**config.mk**
```make
export PLATFORM = sky130hd
export DESIGN_NAME = exu_core
export DESIGN_NICKNAME = d
export VERILOG_FILES = /design/src/rtl/exu_pkg.sv /design/src/rtl/exu_decode.sv /design/src/rtl/exu_alu.sv /design/src/rtl/exu_scratch.sv /design/src/rtl/exu_core.sv
export SDC_FILE = /design/constraint.sdc
export NUM_CORES = 1
export LEC_CHECK = 0
export ABC_AREA = 1
export BUFFER_PORTS_ARGS = -buffer_cell sky130_fd_sc_hd__buf_2
export CAP_MARGIN = 10
export CORE_MARGIN = 10
export CORE_UTILIZATION = 63
export DETAILED_ROUTE_END_ITERATION = 6
export PLACE_DENSITY = 0.81
export SETUP_SLACK_MARGIN = 0.05
export SLEW_MARGIN = 15
export SYNTH_ARGS = -nofsm -noshare
export SYNTH_HDL_FRONTEND = slang
export SYNTH_SLANG_ARGS = --single-unit
```
**constraint.sdc**
```tcl
create_clock -name clk -period 3.9 [get_ports clk]
set_input_delay 0.39 -clock clk [delete_from_list [all_inputs] [get_ports clk]]
set_output_delay 0.39 -clock clk [all_outputs]
set_load 0.01 [all_outputs]
```
**src/rtl/exu_pkg.sv**
```systemverilog
package exu_pkg;

    localparam int INSTR_W = 18;

    typedef enum logic [2:0] {
        K_NONE,
        K_FETCH,
        K_AND,
        K_CMP,
        K_ADD,
        K_ADDC
    } kind_e;

    typedef struct packed {
        kind_e       kind;
        logic        use_reg;
        logic [3:0]  sx;
        logic [3:0]  sy;
        logic [7:0]  kk;
    } dec_t;

endpackage

```
**src/rtl/exu_decode.sv**
```systemverilog
module exu_decode
    import exu_pkg::*;
(
    input  logic               valid_i,
    input  logic [INSTR_W-1:0] instr_i,
    output dec_t               dec_o
);
    logic [4:0] op_class;

    always_comb begin
        op_class      = instr_i[17:13];
        dec_o.use_reg = instr_i[12];
        dec_o.sx      = instr_i[11:8];
        dec_o.sy      = instr_i[7:4];
        dec_o.kk      = instr_i[7:0];
        unique case (op_class)
            5'b00011: dec_o.kind = K_FETCH;
            5'b00101: dec_o.kind = K_AND;
            5'b01010: dec_o.kind = K_CMP;
            5'b01100: dec_o.kind = K_ADD;
            5'b01101: dec_o.kind = K_ADDC;
            default:  dec_o.kind = K_NONE;
        endcase
        if (!valid_i) dec_o.kind = K_NONE;
    end
endmodule

```
**src/rtl/exu_alu.sv**
```systemverilog
module exu_alu
    import exu_pkg::*;
#(
    parameter int DATA_W = 8
) (
    input  kind_e              kind_i,
    input  logic [DATA_W-1:0]  a_i,
    input  logic [DATA_W-1:0]  b_i,
    input  logic [DATA_W-1:0]  load_i,
    input  logic               carry_i,
    input  logic               zero_i,
    output logic               wr_en_o,
    output logic [DATA_W-1:0]  res_o,
    output logic               flag_en_o,
    output logic               carry_o,
    output logic               zero_o
);
    logic [DATA_W:0] sum;
    logic [DATA_W:0] diff;
    logic [DATA_W:0] cin_ext;

    always_comb begin
        cin_ext   = (DATA_W+1)'(kind_i == K_ADDC ? carry_i : 1'b0);
        sum       = {1'b0, a_i} + {1'b0, b_i} + cin_ext;
        diff      = {1'b0, a_i} - {1'b0, b_i};
        wr_en_o   = 1'b0;
        flag_en_o = 1'b0;
        res_o     = '0;
        carry_o   = carry_i;
        zero_o    = zero_i;
        unique case (kind_i)
            K_FETCH: begin
                wr_en_o = 1'b1;
                res_o   = load_i;
            end
            K_AND: begin
                wr_en_o   = 1'b1;
                flag_en_o = 1'b1;
                res_o     = a_i & b_i;
                carry_o   = 1'b0;
                zero_o    = ((a_i & b_i) == '0);
            end
            K_CMP: begin
                flag_en_o = 1'b1;
                carry_o   = diff[DATA_W];
                zero_o    = (diff[DATA_W-1:0] == '0);
            end
            K_ADD, K_ADDC: begin
                wr_en_o   = 1'b1;
                flag_en_o = 1'b1;
                res_o     = sum[DATA_W-1:0];
                carry_o   = sum[DATA_W];
                zero_o    = (sum[DATA_W-1:0] == '0);
            end
            default: ;
        endcase
    end
endmodule

```
**src/rtl/exu_scratch.sv**
```systemverilog
module exu_scratch #(
    parameter int DATA_W = 8,
    parameter int SP_AW  = 4,
    localparam int SP_AWX = (SP_AW > 0) ? SP_AW : 1
) (
    input  logic              clk,
    input  logic              rst_n,
    input  logic [SP_AWX-1:0] raddr_i,
    output logic [DATA_W-1:0] rdata_o,
    input  logic              wen_i,
    input  logic [SP_AWX-1:0] waddr_i,
    input  logic [DATA_W-1:0] wdata_i
);
    generate
        if (SP_AW > 0) begin : g_ram
            localparam int DEPTH = 1 << SP_AW;
            logic [DEPTH-1:0][DATA_W-1:0] mem_d, mem_q;

            always_comb begin
                mem_d = mem_q;
                if (wen_i) mem_d[waddr_i] = wdata_i;
            end

            always_ff @(posedge clk or negedge rst_n) begin
                if (!rst_n) mem_q <= '0;
                else        mem_q <= mem_d;
            end

            assign rdata_o = mem_q[raddr_i];

            // a fill write is visible at its address one edge later
            p_fill_lands_r11: assert property (@(posedge clk) disable iff (!rst_n)
                wen_i |=> mem_q[$past(waddr_i)] == $past(wdata_i));
        end else begin : g_none
            assign rdata_o = '0;
        end
    endgenerate
endmodule

```
**src/rtl/exu_core.sv**
```systemverilog
module exu_core
    import exu_pkg::*;
#(
    parameter int DATA_W = 8,
    parameter int REG_AW = 4,
    parameter int SP_AW  = 4,
    localparam int SP_AWX = (SP_AW > 0) ? SP_AW : 1
) (
    input  logic               clk,
    input  logic               rst_n,
    input  logic               instr_valid,
    input  logic [INSTR_W-1:0] instr,
    input  logic               fill_en,
    input  logic [SP_AWX-1:0]  fill_addr,
    input  logic [DATA_W-1:0]  fill_data,
    input  logic [REG_AW-1:0]  rd_addr,
    output logic [DATA_W-1:0]  rd_data,
    output logic               zero_o,
    output logic               carry_o
);
    localparam int NREG   = 1 << REG_AW;
    localparam bit HAS_SP = (SP_AW > 0);

    typedef struct packed {
        logic [NREG-1:0][DATA_W-1:0] rf;
        logic                        z;
        logic                        c;
    } state_t;

    state_t             st_d, st_q;
    dec_t               dec;
    kind_e              kind_eff;
    logic [REG_AW-1:0]  sx_idx, sy_idx;
    logic [DATA_W-1:0]  op_a, op_b, imm_ext, sp_rdata, alu_res;
    logic [SP_AWX-1:0]  sp_raddr;
    logic               alu_we, alu_fe, alu_c, alu_z;

    exu_decode u_dec (
        .valid_i (instr_valid),
        .instr_i (instr),
        .dec_o   (dec)
    );

    always_comb begin
        sx_idx   = dec.sx[REG_AW-1:0];
        sy_idx   = dec.sy[REG_AW-1:0];
        imm_ext  = DATA_W'(dec.kk);
        op_a     = st_q.rf[sx_idx];
        op_b     = dec.use_reg ? st_q.rf[sy_idx] : imm_ext;
        sp_raddr = dec.use_reg ? st_q.rf[sy_idx][SP_AWX-1:0] : dec.kk[SP_AWX-1:0];
        kind_eff = (dec.kind == K_FETCH && !HAS_SP) ? K_NONE : dec.kind;
    end

    exu_scratch #(.DATA_W(DATA_W), .SP_AW(SP_AW)) u_sp (
        .clk     (clk),
        .rst_n   (rst_n),
        .raddr_i (sp_raddr),
        .rdata_o (sp_rdata),
        .wen_i   (fill_en),
        .waddr_i (fill_addr),
        .wdata_i (fill_data)
    );

    exu_alu #(.DATA_W(DATA_W)) u_alu (
        .kind_i    (kind_eff),
        .a_i       (op_a),
        .b_i       (op_b),
        .load_i    (sp_rdata),
        .carry_i   (st_q.c),
        .zero_i    (st_q.z),
        .wr_en_o   (alu_we),
        .res_o     (alu_res),
        .flag_en_o (alu_fe),
        .carry_o   (alu_c),
        .zero_o    (alu_z)
    );

    always_comb begin
        st_d = st_q;
        if (alu_we) st_d.rf[sx_idx] = alu_res;
        if (alu_fe) begin
            st_d.z = alu_z;
            st_d.c = alu_c;
        end
    end

    always_ff @(posedge clk or negedge rst_n) begin
        if (!rst_n) st_q <= '0;
        else        st_q <= st_d;
    end

    assign rd_data = st_q.rf[rd_addr];
    assign zero_o  = st_q.z;
    assign carry_o = st_q.c;

    // a squashed cycle leaves all state alone
    p_idle_hold_r8: assert property (@(posedge clk) disable iff (!rst_n)
        !instr_valid |=> $stable(st_q));

    // undefined opcodes touch nothing
    p_undef_hold_r9: assert property (@(posedge clk) disable iff (!rst_n)
        (dec.kind == K_NONE) |=> $stable(st_q));

    // AND always leaves carry clear
    p_and_clears_c_r3: assert property (@(posedge clk) disable iff (!rst_n)
        (dec.kind == K_AND) |=> !carry_o);

    // compare writes no register and sets zero on equality
    p_cmp_no_write_r4: assert property (@(posedge clk) disable iff (!rst_n)
        (dec.kind == K_CMP) |=> $stable(st_q.rf));
    p_cmp_zero_r4: assert property (@(posedge clk) disable iff (!rst_n)
        (dec.kind == K_CMP) |=> zero_o == ($past(op_a) == $past(op_b)));

    // a load keeps both flags
    p_fetch_flags_r2: assert property (@(posedge clk) disable iff (!rst_n)
        (dec.kind == K_FETCH) |=> $stable({zero_o, carry_o}));
endmodule

```
==> run metrics <==
asr flop ratio synth=1.00; GRT overflow=0; post-synth cell types=45; FF+latch count, synth=258; relative slew slack=0.224; Die Ht=176 um; CP Capture Type=flip-flop; master of the slowest instance on the critical path=fa_1; Root Buffer=clkbuf_16; final wirelength=56.6 mm; Mean Syn Cell Area=7.18 um2; Ports=48; standard-cell rows=56; Syn Inst Count=2121; CTS Buf Count=28; fmax=between 0.2 and 0.3 GHz; first-pass GRT wire length=87.7 mm; critical path class=reg -> reg; Hold-fix buffers, CTS=1; Clock transition at path regs=0.06 ns; H-tree depth=1; DR vias=16400; Max rail drop VDD=0.477 mV; worst-path cell chain=a22oi_1 > nand2_1 > nand2_1 > nand4_1 > fa_1 > fa_1 > nand3_1 > nand3_1 > a21oi_1 > o21ai_0 > xor2_1 > o22ai_1 > inv_1 > nand2_2 > buf_12 > nand2_1 > nand2_1; syn nets=2180; antenna viol nets, final=0; final setup violation count=0; Core ar.=23600 um2; pwr dens=425 nW/um2; post-CTS resize count=0; WP data required=4.40 ns; Skew-Pair Late Insertion Delay=about 0.56 ns; Clock Sinks=258; Max Transition Viols Final=0; cell accounting for the most synthesized area=dfrtp_1; vias in the first global route=15000; initial antenna violation count=3; hpwl dp=38.3 mm; Die Wd=176 um; Post-DP Area=16100 um2; DRC Markers=6; Seq/Total Area, Yosys=0.424; Worst path depth=17; nets=2217; Final min period=3.44 ns; RSZ-0062 raised after global routing=false; most frequent cells in the layout=759 x nand2_1, 258 x dfrtp_1, 245 x o21ai_0, 176 x nand3_1, 130 x inv_1; final worst path period share=0.883; critical path arrival=about 3.9 ns; failing checks=design-rule violations; setup TNS=0 ns; layout cell share with drive strength beyond 1=0.0968; Synth Warn #=0; final RePlAce weighted congestion=approximately 1.0; area added between synthesis and finish=11.9%; full die area=30800 um2; clock buffer depth=3; Buf/Inv on CP=2; DR iter-0 viols=3212; ys flop type=dfrtp_1; Hold Vio Cnt, Final=0; wire length per cell=22.6 um; Post-synth EDFFs=0; Max Cap Viol=0; I/O Buffers=47; worst slew pin tran=1.16 ns; cells on worst reg2reg path=17; Starting Density=0.645; GRT Util Overall=0.359; Worst Skew=0.0102 ns; startpoint types=flip-flop; 1st-pass router iterations=7; Hold Path Depth=3; P_leak=8.37 nW; Synth top area share=0.424; PnR worst setup slack=around 0.46 ns; top post-synthesis cells by area=dfrtp_1 42%, nand2_1 19%, o21ai_0 8.0%; status=finished with violations; largest net degree at the start of global routing=121; Most Frequent Cell on Critical Path=nand2_1; FILL cells=1877; commonest non-fill, non-tap cell in the layout=nand2_1; Largest stage delay, worst path=~0.5 ns; CTS tree=built; Setup Buffers After CTS=0; CP delay by family, top=adder cells; post-route cell area=17100 um2; vias per cell=roughly 6.5; Post-Syn Area=15200 um2; Worst Path Max Fanout=16; hold crit path type=in -> reg; DP Worst Slack=0.0809 ns
==> routing by layer <==
layer  global-route usage  up-vias  routed length, um
li1                     -     7176                  -
met1                0.519     7670              22500
met2                0.521     1364              24200
met3               0.0922      154               8300
met4               0.0978        2               1580
met5                    0        -                 10
==> cell usage after synthesis, types with 2 or more instances <==
master	count
o31ai_1	2
and3_1	2
a22o_1	2
o21ai_0	245
inv_2	16
dfrtp_1	258
xor2_1	8
nor4_1	4
nand2_1	760
o311ai_0	2
fa_1	3
clkinv_1	5
nor3_1	11
a21oi_1	110
o211ai_1	20
mux2i_1	12
buf_6	3
clkbuf_1	77
buf_2	27
ha_1	18
o221ai_1	22
o2111ai_1	4
a31oi_1	2
nor3b_1	2
buf_4	13
a221oi_1	2
nand2_2	9
inv_1	130
buf_1	4
nand3_2	3
nand3_1	176
nand4_1	66
nor2_1	46
o21ai_1	14
o22ai_1	10
a22oi_1	24
==> cell families (layout without fill, tap and decap cells) <==
logic type / after synthesis / after routing / share of synthesized area
XOR/XNOR: 9 / 9 / 0.00517
other: 0 / 2 / 0
flip-flops: 258 / 258 / 0.424
adder cells (fa/ha/maj): 21 / 21 / 0.0187
AND/OR/NAND/NOR: 1081 / 1081 / 0.298
multiplexers: 12 / 12 / 0.00788
AO/OA/AOI/OAI: 465 / 465 / 0.172
buffers and inverters: 275 / 333 / 0.0746
==> path summary, 6_finish.rpt <==
kind	from	end	slack [ns]
worst min-delay path	fill_data[1]	u_sp.g_ram.mem_q[41]	0.06
max in group asynchronous	rst_n	u_sp.g_ram.mem_q[65]	2.45
min in group asynchronous	rst_n	u_sp.g_ram.mem_q[37]	0.55
worst min register to register	st_q[127]	st_q[127]	0.48
worst max register to register	st_q[122]	st_q[120]	0.46
worst max-delay path	st_q[122]	st_q[120]	0.46
==> flip-flops by register name, indices dropped and copies added, names as in the netlist <==
name	cells
zero_o	1
carry_o	1
st_q	128
u_sp.g_ram.mem_q	128
==> stage by stage <==
stage	cells	power, mW	utilization	hold slack [ns]
after global routing	2500	7.51	0.722	0.0791
after global placement	2446	4.47	0.683	0.461
final	2500	7.25	0.722	0.0622
after detailed placement	2446	4.53	0.683	0.465
after floorplan	2121	4.02	-	0.0944
after CTS	2498	7.19	0.722	0.0599
==> worst register-to-register path: stages (launching register included) <==
cell,delay [ns]
dfrtp_1,0.46
a22oi_1,0.24
nand2_1,0.11
nand2_1,0.12
nand4_1,0.23
fa_1,0.49
fa_1,0.46
nand3_1,0.09
nand3_1,0.10
a21oi_1,0.18
o21ai_0,0.15
xor2_1,0.18
o22ai_1,0.12
inv_1,0.06
nand2_2,0.09
buf_12,0.16
nand2_1,0.08
nand2_1,0.06
==> final cells by class <==
class / instances / area (um2) / share of cell area
well taps: 319 / 399 / 0.0234
clock buffers: 37 / 774 / 0.0454
repair buffers: 131 / 1060 / 0.0619
multi-input cells: 1588 / 7650 / 0.449
inverters: 151 / 567 / 0.0332
flip-flops and latches: 258 / 6460 / 0.379
clock inverters: 14 / 144 / 0.00844
diodes: 2 / 5.00 / 0.000294
==> power by group <==
part | leakage (nW) | total (mW) | switching [mW] | internal (mW)
clock | 0.452 | 2.69 | 1.15 | 1.53
sequential | 3.41 | 3.18 | 0.192 | 2.99
combinational | 4.51 | 1.38 | 0.900 | 0.482
total | 8.37 | 7.25 | 2.24 | 5.00
(Power assumes the default switching activity.)
